`src/rtl/dsb_pkg.sv`:
```
package dsb_pkg;
  localparam int HOST_W   = 8;
  localparam int NUM_DEV  = 2;
  localparam int NUM_REG  = 3;
  typedef enum int {REG_DATA = 0, REG_ADDR = 1, REG_CTRL = 2} reg_idx_e;
  localparam int CB_RESET = NUM_DEV;
  localparam int CB_UPDATE = NUM_DEV + 1;
endpackage

```
`src/rtl/dsb_host_regs.sv`:
```
module dsb_host_regs #(
  parameter int W = 8,
  parameter int N = 3
) (
  input  logic         clk_i,
  input  logic         rst_ni,
  input  logic [W-1:0] wdata_i,
  input  logic [N-1:0] sel_i,
  input  logic         wr_i,
  output logic [W-1:0] reg_q [N],
  output logic         err_q
);
  logic multi_sel;
  always_comb multi_sel = ($countones(sel_i) > 1);

  for (genvar i = 0; i < N; i++) begin : g_reg
    always_ff @(posedge clk_i or negedge rst_ni) begin
      if (!rst_ni)
        reg_q[i] <= '0;
      else if (wr_i && (sel_i == N'(1 << i)))
        reg_q[i] <= wdata_i;
    end
  end

  always_ff @(posedge clk_i or negedge rst_ni) begin
    if (!rst_ni)
      err_q <= 1'b0;
    else if (wr_i && multi_sel)
      err_q <= 1'b1;
  end
endmodule

```
`src/rtl/dsb_strobe_gate.sv`:
```
module dsb_strobe_gate #(
  parameter int N = 2
) (
  input  logic         wr_i,
  input  logic [N-1:0] en_i,
  output logic [N-1:0] wr_o
);
  for (genvar k = 0; k < N; k++) begin : g_dev
    assign wr_o[k] = wr_i & en_i[k];
  end
endmodule

```
`src/rtl/dsb_update_retimer.sv`:
```
module dsb_update_retimer (
  input  logic clk_i,
  input  logic rst_ni,
  input  logic req_i,
  output logic pulse_o
);
  logic req_seen;
  always_ff @(negedge clk_i or negedge rst_ni) begin
    if (!rst_ni) begin
      req_seen <= 1'b0;
      pulse_o  <= 1'b0;
    end else begin
      req_seen <= req_i;
      pulse_o  <= req_i & ~req_seen;
    end
  end
endmodule

```
`src/rtl/dual_synth_bus_bridge.sv`:
```
module dual_synth_bus_bridge
  import dsb_pkg::*;
(
  input  logic              clk_i,
  input  logic              rst_ni,
  input  logic [HOST_W-1:0] host_d_i,
  input  logic [NUM_REG-1:0] host_sel_i,
  input  logic              host_wr_i,
  output logic [HOST_W-1:0] syn_data_o,
  output logic [HOST_W-1:0] syn_addr_o,
  output logic [NUM_DEV-1:0] syn_wr_o,
  output logic              syn_rst_o,
  output logic              syn_upd_o,
  output logic              syn_refclk_o,
  output logic              sel_err_o
);
  logic [HOST_W-1:0] regs [NUM_REG];
  logic [HOST_W-1:0] ctrl;

  dsb_host_regs #(.W(HOST_W), .N(NUM_REG)) u_regs (
    .clk_i   (clk_i),
    .rst_ni  (rst_ni),
    .wdata_i (host_d_i),
    .sel_i   (host_sel_i),
    .wr_i    (host_wr_i),
    .reg_q   (regs),
    .err_q   (sel_err_o)
  );

  assign syn_data_o = regs[REG_DATA];
  assign syn_addr_o = regs[REG_ADDR];
  assign ctrl       = regs[REG_CTRL];
  assign syn_rst_o  = ctrl[CB_RESET];

  dsb_strobe_gate #(.N(NUM_DEV)) u_gate (
    .wr_i (host_wr_i),
    .en_i (ctrl[NUM_DEV-1:0]),
    .wr_o (syn_wr_o)
  );

  dsb_update_retimer u_upd (
    .clk_i   (clk_i),
    .rst_ni  (rst_ni),
    .req_i   (ctrl[CB_UPDATE]),
    .pulse_o (syn_upd_o)
  );

  assign syn_refclk_o = clk_i;
endmodule

```
`config.mk`:
```
export PLATFORM = sky130hd
export DESIGN_NAME = dual_synth_bus_bridge
export DESIGN_NICKNAME = d
export VERILOG_FILES = /design/src/rtl/dsb_pkg.sv /design/src/rtl/dsb_host_regs.sv /design/src/rtl/dsb_strobe_gate.sv /design/src/rtl/dsb_update_retimer.sv /design/src/rtl/dual_synth_bus_bridge.sv
export SDC_FILE = /design/constraint.sdc
export NUM_CORES = 1
export LEC_CHECK = 0
export BUFFER_PORTS_ARGS = -buffer_cell sky130_fd_sc_hd__buf_4
export CAP_MARGIN = 40
export CORE_ASPECT_RATIO = 0.9
export CORE_MARGIN = 2
export CORE_UTILIZATION = 40
export CTS_CLUSTER_DIAMETER = 200
export DETAILED_ROUTE_END_ITERATION = 8
export GPL_TIMING_DRIVEN = 0
export PLACE_DENSITY = 0.65
export SYNTH_ARGS = -nofsm -noshare
export SYNTH_HDL_FRONTEND = slang
export SYNTH_HIERARCHICAL = 1
export SYNTH_SLANG_ARGS = --single-unit
```
`constraint.sdc`:
```
create_clock -name clk_i -period 2.25 [get_ports clk_i]
set_clock_uncertainty 0.15 [all_clocks]
set_input_delay 0.3375 -clock clk_i [delete_from_list [all_inputs] [get_ports clk_i]]
set_output_delay 0.3375 -clock clk_i [all_outputs]
set_load 0.01 [all_outputs]
```
==> results.yml, run 1 <==
status:
  violations: "setup timing"
  outcome: "finished, violations left"
floorplanning:
  row_count: 16
  dieArea_sq_mm: 0.00278
  start_util_pct: 42.7
  die_w_um: 55.4
  fp.coreArea_sq_mm: 0.00222
  chipHeight_um: 50.2
  pin_count: 36
global_route:
  track_usage_pct: 15.2
  grt_pass1_wl_um: 3050
  grt_pass1_vias: 701
  grt_max_degree: 24
  grt_overflow_total: 0
  antenna_found_initial: 0
clock_network:
  clk_latency_ns: 0.42
  cts_tree: "built"
  clkTransAtPathRegs_ns: 0.12
  cts_resized: 0
worst_setup_path:
  crit_family: "flip-flops"
  rrSetupSlack_ns: 0.30
  rr_worst_depth: 1
  critical_path_buf_inv_count: 1
  slowest_delay_ns: 0.41
  rr_startpoint: "u_regs/reg_q[3]"
  crit_path_end_kind: "primary output"
  arrival_ns: 2.07
  path_cells: "buf_4"
  startpoint_type: "flip-flop"
  cp.depth: 1
  crit_path_start: "u_upd/pulse_o"
  path_class: "flip-flop to primary output"
  slowest_stage: "dfrtn_1"
  cp.required_ns: 1.76
  endpoint: "syn_upd_o"
  crit_fanout: 1
  r2r-end: "u_upd/pulse_o"
timing:
  relSlewSlack_pct: 80.3
  finalSetupViolations: 1
  layout_setup_ws_ns: -0.306
  report.final.slew_viol_count: 0
  rsz0062_at_grt: "true"
  tightestPinTransition_ns: 0.295
  finalHoldViolCount: 0
synth:
  syn_avg_cell_area_sq_um: 17.0
  postSynthNetCount: 71
  synth_cells: 56
  yosysWarnings: 6
  syn-cell-area_sq_um: 950
cells_and_area:
  nFillCells: 176
  area_delta_synth_final_pct: 47.0
  fin_util_pct: 62.8
  drive_gt1_share_pct: 63.0
  diodes: 0
  stdcell_count: 135
  nNetsFinal: 124
drt:
  vias_per_cell: 4.90
  drc: 0
  drt-total-wl_um: 1880
  drt_iter0_drc: 8
  wire_per_inst_um: 14.0
  num_vias: 662
  ant_nets: 0
  dr.pass1.iters: 4
place:
  io_buffers: 35
  dp_hpwl_um: 1220
  place_inst: 118
  place_congestion: 0.655
job:
  max_cap_viol_count: 0
power_and_ir_drop:
  powerDensity_mw_per_mm2: 848
  power_w: 0.00118
  p_leak_nw: 0.678
  worst_ir_drop_vdd_mv: 0.612
min_path:
  hold_path.class: "primary input to flip-flop"
## repair_timing
item	4_1_cts	5_1_grt
hold endpoints to repair	38	0
hold buffers	10	0
setup buffers	0	0
cloned	0	0
endpoints found under the setup margin	1	1
## cell type report
cell class                 count  area [sq um]  area share (%)
clock buffer                   7          52.6            3.76
timing repair buffer          44           355            25.4
buffer                         4          41.3            2.96
multi-input combinational     29           333            23.8
tap                           27          33.8            2.42
clock inverter                 1          5.00           0.358
sequential                    23           576            41.2
## registers in the layout, indices dropped and copies added (netlist names)
name and cells:
u_regs/err_q 1, u_upd/pulse_o 1, u_upd/req_seen 1, u_regs/reg_q 20
## through the flow
stage	setup WS [ns]	instance area [sq um]	TNS, ns	hold WS, ns
after floorplan	0.225	950	0	-0.108
final	-0.306	1400	-0.306	0.101
after global routing	-0.353	1400	-0.353	0.0967
after CTS	-0.323	1400	-0.323	0.0872
after detailed placement	0.151	1250	0	0.0982
after global placement	0.155	1250	0	0.0963
## placed cells by master (no fill, tap or decap)
| cell type | n |
|---|---|
| and2_1 | 2 |
| clkbuf_4 | 6 |
| dfrtn_1 | 2 |
| dlygate4sd3_1 | 10 |
| and4bb_1 | 3 |
| ha_1 | 1 |
| buf_4 | 36 |
| clkinv_2 | 1 |
| a21o_2 | 1 |
| mux2_2 | 16 |
| dfrtp_1 | 21 |
| a21o_1 | 1 |
| mux2_4 | 4 |
| nor2b_4 | 1 |
| buf_6 | 3 |
## how the worst min path moves through the flow
| stage | from | to | depth (start not counted) |
|---|---|---|---|
| 6_report | host_sel_i[1] | u_regs/err_q | 3 |
| 4_1_cts | host_sel_i[1] | u_regs/err_q | 3 |
| 5_1_grt | host_sel_i[1] | u_regs/err_q | 3 |
| 3_3_place_gp | rst_ni | u_regs/reg_q[18] | 1 |
| 3_5_place_dp | rst_ni | u_regs/reg_q[10] | 1 |
| 2_1_floorplan | rst_ni | u_regs/err_q | 0 |
## per-layer routing
layer	wire, um	track usage, %
met5	0	0
met3	124	5.93
met1	760	16.1
met2	976	25.4
met4	22	9.76
## tightest hold or removal path, delay by kind of cell
family | cells | cell delay (ns)
AOI/OAI and AO/OA | 2 | 0.21
buffers and inverters | 1 | 0.09
## where the power goes
part           switching (W)  internal, W  leakage [nW]
Combinational       0.000112     0.000199         0.363
Clock               0.000159     0.000168        0.0411
Sequential         0.0000457     0.000500         0.274
Total               0.000317     0.000868         0.678
(Power assumes the default switching activity.)
==> run 2: changes to the inputs <==
--- a/config.mk
+++ b/config.mk
@@ -7,13 +7,15 @@
 export LEC_CHECK = 0
 export BUFFER_PORTS_ARGS = -buffer_cell sky130_fd_sc_hd__buf_4
 export CAP_MARGIN = 40
+export CELL_PAD_IN_SITES_DETAIL_PLACEMENT = 0
+export CELL_PAD_IN_SITES_GLOBAL_PLACEMENT = 1
 export CORE_ASPECT_RATIO = 0.9
 export CORE_MARGIN = 2
 export CORE_UTILIZATION = 40
 export CTS_CLUSTER_DIAMETER = 200
 export DETAILED_ROUTE_END_ITERATION = 8
 export GPL_TIMING_DRIVEN = 0
-export PLACE_DENSITY = 0.65
+export PLACE_DENSITY_LB_ADDON = 0.2
 export SYNTH_ARGS = -nofsm -noshare
 export SYNTH_HDL_FRONTEND = slang
 export SYNTH_HIERARCHICAL = 1
==> results.yml, run 2 (synthesis gave the netlist of run 1 again) <==
status:
  outcome: "finished, violations left"
  violations: "setup timing"
power_and_ir_drop:
  p_leak_nw: 0.675
  power_w: 0.00118
  worst_ir_drop_vdd_mv: 0.596
  powerDensity_mw_per_mm2: 845
timing:
  rsz0062_at_grt: "true"
  final.setup.tns_ns: -0.284
  report.final.slew_viol_count: 0
  finalSetupViolations: 1
  tightestPinTransition_ns: 0.290
  layout_setup_ws_ns: -0.284
  relSlewSlack_pct: 80.7
  finalHoldViolCount: 0
min_path:
  hold_end: "u_regs/err_q"
  hp-start: "host_sel_i[1]"
  whs_path_depth: 3
  hold_path.class: "primary input to flip-flop"
global_route:
  grt_pass1_wl_um: 3070
  grt_overflow_total: 0
  track_usage_pct: 14.8
  grt_max_degree: 24
  antenna_found_initial: 0
  grt_pass1_vias: 648
floorplanning:
  die_w_um: 55.4
  dieArea_sq_mm: 0.00278
  pin_count: 36
  row_count: 16
  fp.coreArea_sq_mm: 0.00222
  chipHeight_um: 50.2
  start_util_pct: 42.7
worst_setup_path:
  slowest_stage: "dfrtn_1"
  arrival_ns: 2.05
  path_class: "flip-flop to primary output"
  rrSetupSlack_ns: 0.29
  path_cells: "buf_4"
  critical_path_buf_inv_count: 1
  crit_fanout: 1
  rr_startpoint: "u_regs/reg_q[3]"
  r2r-end: "u_upd/pulse_o"
  crit_family: "flip-flops"
  rr_worst_depth: 1
  cp.required_ns: 1.76
  crit_path_end_kind: "primary output"
  slowest_delay_ns: 0.40
  startpoint_type: "flip-flop"
place:
  io_buffers: 35
  dp_hpwl_um: 1270
  place_congestion: 0.651
  dp_slack_ns: 0.157
clock_network:
  post-cts-setup-buffers: 0
  clk_latency_ns: 0.41
  clkTransAtPathRegs_ns: 0.11
  cts_tree: "built"
cells_and_area:
  multi_input_area_sq_um: 333
  seqCellArea_sq_um: 576
  drive_gt1_share_pct: 62.0
  final_cell_mix: "buf_4, dfrtp_1, mux2_2"
  top_register: "u_regs/reg_q"
  diodes: 0
  nFillCells: 183
  fin_util_pct: 62.8
  final_common_cell: "buf_4"
  nNetsFinal: 124
  largest_reg_flops: 20
  area_delta_synth_final_pct: 46.9
job:
  max_cap_viol_count: 0
drt:
  vias_per_cell: 4.78
  ant_nets: 0
  num_vias: 645
  wire_per_inst_um: 13.9
  dr.pass1.iters: 2
  drt-total-wl_um: 1880
  drt_iter0_drc: 4
  drc: 0
[run 2: changes by cell type in the layout (fill, tap and decap cells not counted), sizes merged]
cell / change
clkinv: -1
clkbuf: +1
[run 2: worst max path at each step]
| stage | from | end | depth (start not counted) |
|---|---|---|---|
| after detailed placement | u_upd/pulse_o | syn_upd_o | 1 |
| final | u_upd/pulse_o | syn_upd_o | 1 |
| after CTS | u_upd/pulse_o | syn_upd_o | 1 |
| after global placement | u_upd/pulse_o | syn_upd_o | 1 |
| after floorplan | u_upd/pulse_o | syn_upd_o | 0 |
| after global routing | u_upd/pulse_o | syn_upd_o | 1 |
[run 2: area by class of cell]
cell class                 instances  share of cell area [%]
buffer                             4                    2.96
sequential                        23                    41.3
multi-input combinational         29                    23.9
tap                               27                    2.42
clock buffer                       8                    4.04
timing repair buffer              44                    25.5
[run 2: routing by layer]
layer	routed length, um	track usage [%]
met4	14	7.72
met2	955	22.4
met5	0	0
met3	106	5.93
met1	799	18.2
[run 2: what timing repair did]
| action | 4_1_cts | 5_1_grt |
|---|---|---|
| resized for setup | 0 | 0 |
| hold buffers | 6 | 4 |
| gates cloned | 0 | 0 |
| pin swaps | 0 | 0 |
| endpoints found under the hold margin | 26 | 5 |
| endpoints found under the setup margin | 1 | 1 |
[run 2: per-stage QoR]
stage	hold slack, ns	cells	cell area [sq um]
final	0.105	135	1400
after global placement	0.0931	118	1250
after floorplan	-0.108	56	950
after detailed placement	0.101	118	1250
after CTS	0.00433	131	1360
after global routing	0.0834	135	1400
[run 2: power breakdown]
part / switching [W] / leakage [nW] / internal, W
clock: 0.000151 / 0.0384 / 0.000171
sequential: 0.0000475 / 0.274 / 0.000500
combinational: 0.000110 / 0.363 / 0.000199
==> run 3: changes to the inputs <==
--- a/config.mk
+++ b/config.mk
@@ -5,7 +5,7 @@
 export SDC_FILE = /design/constraint.sdc
 export NUM_CORES = 1
 export LEC_CHECK = 0
-export BUFFER_PORTS_ARGS = -buffer_cell sky130_fd_sc_hd__buf_4
+export BUFFER_PORTS_ARGS = -buffer_cell sky130_fd_sc_hd__buf_2
 export CAP_MARGIN = 40
 export CELL_PAD_IN_SITES_DETAIL_PLACEMENT = 0
 export CELL_PAD_IN_SITES_GLOBAL_PLACEMENT = 1
@@ -16,7 +16,7 @@
 export DETAILED_ROUTE_END_ITERATION = 8
 export GPL_TIMING_DRIVEN = 0
 export PLACE_DENSITY_LB_ADDON = 0.2
+export SETUP_SLACK_MARGIN = 0.02
 export SYNTH_ARGS = -nofsm -noshare
 export SYNTH_HDL_FRONTEND = slang
-export SYNTH_HIERARCHICAL = 1
 export SYNTH_SLANG_ARGS = --single-unit
==> results.yml, run 3 <==
status:
  outcome: "finished, violations left"
  violations: "setup timing"
worst_setup_path:
  critical_path_buf_inv_count: 1
  path_class: "flip-flop to primary output"
  crit_family: "flip-flops"
  rr_worst_depth: 1
  startpoint_type: "flip-flop"
  r2r-end: "u_upd.pulse_o"
  cp.required_ns: 1.76
  slowest_delay_ns: 0.39
  rr_startpoint: "u_regs.reg_q[3]"
  slowest_stage: "dfrtn_1"
  crit_fanout: 1
  rrSetupSlack_ns: 0.31
  path_cells: "buf_2"
  arrival_ns: 2.05
  crit_path_end_kind: "primary output"
floorplanning:
  pin_count: 36
  fp.coreArea_sq_mm: 0.00247
  start_util_pct: 42.6
  dieArea_sq_mm: 0.00305
  chipHeight_um: 52.6
  row_count: 17
  die_w_um: 58.0
min_path:
  hp-start: "host_d_i[3]"
  hold_path.class: "primary input to flip-flop"
  hold_end: "u_regs.reg_q[19]"
  whs_path_depth: 2
drt:
  num_vias: 669
  dr.pass1.iters: 3
  vias_per_cell: 4.49
  drc: 0
  ant_nets: 0
  drt_iter0_drc: 6
  wire_per_inst_um: 11.8
  drt-total-wl_um: 1760
synth:
  synth_cells: 74
  syn-cell-area_sq_mm: 0.00105
  synth.most_common_cell: "dfrtp_1"
  synth-async-reset-ratio_pct: 100
  ys_top_cells_by_area: "dfrtp_1, mux2_2, buf_4"
  synth.largest_area_cell: "dfrtp_1"
  ys_types: 12
  yosysWarnings: 0
  ys_ff_latch: 23
  synth_top_cell_area_share_pct: 50.0
  synth_edf_count: 0
  synth_commonest_cells: "dfrtp_1, mux2_2, buf_4"
  synth-seq-area-share_pct: 54.8
  postSynthNetCount: 92
  syn_avg_cell_area_sq_um: 14.2
  synth-main-ff-cell: "dfrtp_1"
power_and_ir_drop:
  p_sw_w: 0.000311
  combPwrFrac_pct: 27.5
  p_leak_nw: 0.715
  clkPwrFrac_pct: 26.8
  switching_share_pct: 26.4
  worst_ir_drop_vdd_mv: 0.636
  internal_power_w: 0.000866
  seq_power_share_pct: 45.7
  power_w: 0.00118
  powerDensity_mw_per_mm2: 866
place:
  place_inst: 137
  io_buffers: 35
  dp_hpwl_um: 1210
  place_congestion: 0.689
cells_and_area:
  diodes: 0
  final_common_cell: "buf_2"
  nFillCells: 228
  fin_util_pct: 55.1
  final_cell_mix: "buf_2, dfrtp_1, mux2_2"
  largest_reg_flops: 20
  stdcell_count: 149
  multi_input_area_sq_um: 340
  seqCellArea_sq_um: 576
  area_delta_synth_final_pct: 29.4
  drive_gt1_share_pct: 68.6
  nNetsFinal: 140
  top_register: "u_regs.reg_q"
global_route:
  antenna_found_initial: 0
  track_usage_pct: 13.1
  grt_max_degree: 24
  grt_pass1_vias: 659
  grt_pass1_wl_um: 2770
  grt_overflow_total: 0
clock_network:
  cts_tree: "built"
  clk_latency_ns: 0.41
  post-cts-setup-buffers: 0
  clkTransAtPathRegs_ns: 0.12
timing:
  finalHoldViolCount: 0
  tightestPinTransition_ns: 0.510
  relSlewSlack_pct: 66.0
  report.final.slew_viol_count: 0
  finalSetupViolations: 1
  rsz0062_at_grt: "true"
  layout_setup_ws_ns: -0.289
job:
  max_cap_viol_count: 0
==> run 3: repair_timing <==
| action | in CTS | in global routing |
|---|---|---|
| setup endpoints to repair | 1 | 1 |
| pin swaps | 0 | 0 |
| gates cloned | 0 | 0 |
| hold endpoints to repair | 25 | 2 |
| gates resized for setup | 0 | 0 |
| hold buffers | 4 | 1 |
==> run 3: per-stage QoR <==
| stage | setup slack, ns | TNS, ns | area [sq um] | hold slack, ns |
|---|---|---|---|---|
| floorplan | 0.225 | 0 | 1050 | -0.108 |
| global placement | 0.159 | 0 | 1260 | 0.185 |
| detailed placement | 0.162 | 0 | 1260 | 0.191 |
| CTS | -0.304 | -0.304 | 1350 | 0.00141 |
| global route | -0.334 | -0.334 | 1360 | 0.00855 |
| finish | -0.289 | -0.289 | 1360 | 0.0219 |
==> run 3: how the worst max path moves through the flow <==
stage | startpoint | endpoint | slack, ns | depth (start not counted)
detailed placement | u_upd.pulse_o | syn_upd_o | 0.16 | 1
global route | u_upd.pulse_o | syn_upd_o | -0.33 | 1
floorplan | u_upd.pulse_o | syn_upd_o | 0.23 | 0
global placement | u_upd.pulse_o | syn_upd_o | 0.16 | 1
finish | u_upd.pulse_o | syn_upd_o | -0.29 | 1
CTS | u_upd.pulse_o | syn_upd_o | -0.30 | 1
==> run 3: layout make-up <==
cell class                 count  share of cell area [%]
sequential                    23                    42.3
multi-input combinational     32                    25.0
timing repair buffer          39                    16.2
buffer                        17                    9.38
clock buffer                   8                    3.96
tap                           28                    2.58
inverter                       2                   0.552
==> run 3: per-layer routing <==
metal | global-route usage [%] | up-vias | part of all wire [%] | routed length [um]
li1 | - | 324 | - | -
met5 | 0 | - | 0 | 0
met1 | 15.0 | 316 | 42 | 738
met3 | 5.68 | 5 | 7.3 | 129
met2 | 20.1 | 24 | 48 | 852
met4 | 8.53 | 0 | 2.2 | 38
==> run 3: cells by family (layout without fill, tap and decap cells) <==
| family | Yosys count | in the layout | synth area share (%) |
|---|---|---|---|
| AND/OR/NAND/NOR | 6 | 6 | 4.64 |
| AO/OA/AOI/OAI | 2 | 2 | 1.55 |
| buffers and inverters | 19 | 66 | 12.9 |
| flip-flops | 23 | 23 | 54.8 |
| multiplexers | 20 | 20 | 21.4 |
| adder cells (fa/ha/maj) | 4 | 4 | 4.76 |
==> run 3: power groups by stage <==
stage	sequential (W)	clock, W	combinational (W)
floorplan	0.000542	0.0000366	0.000215
global placement	0.000544	0.0000507	0.000320
detailed placement	0.000548	0.0000507	0.000324
CTS	0.000539	0.000337	0.000330
global route	0.000550	0.000350	0.000354
finish	0.000538	0.000316	0.000324
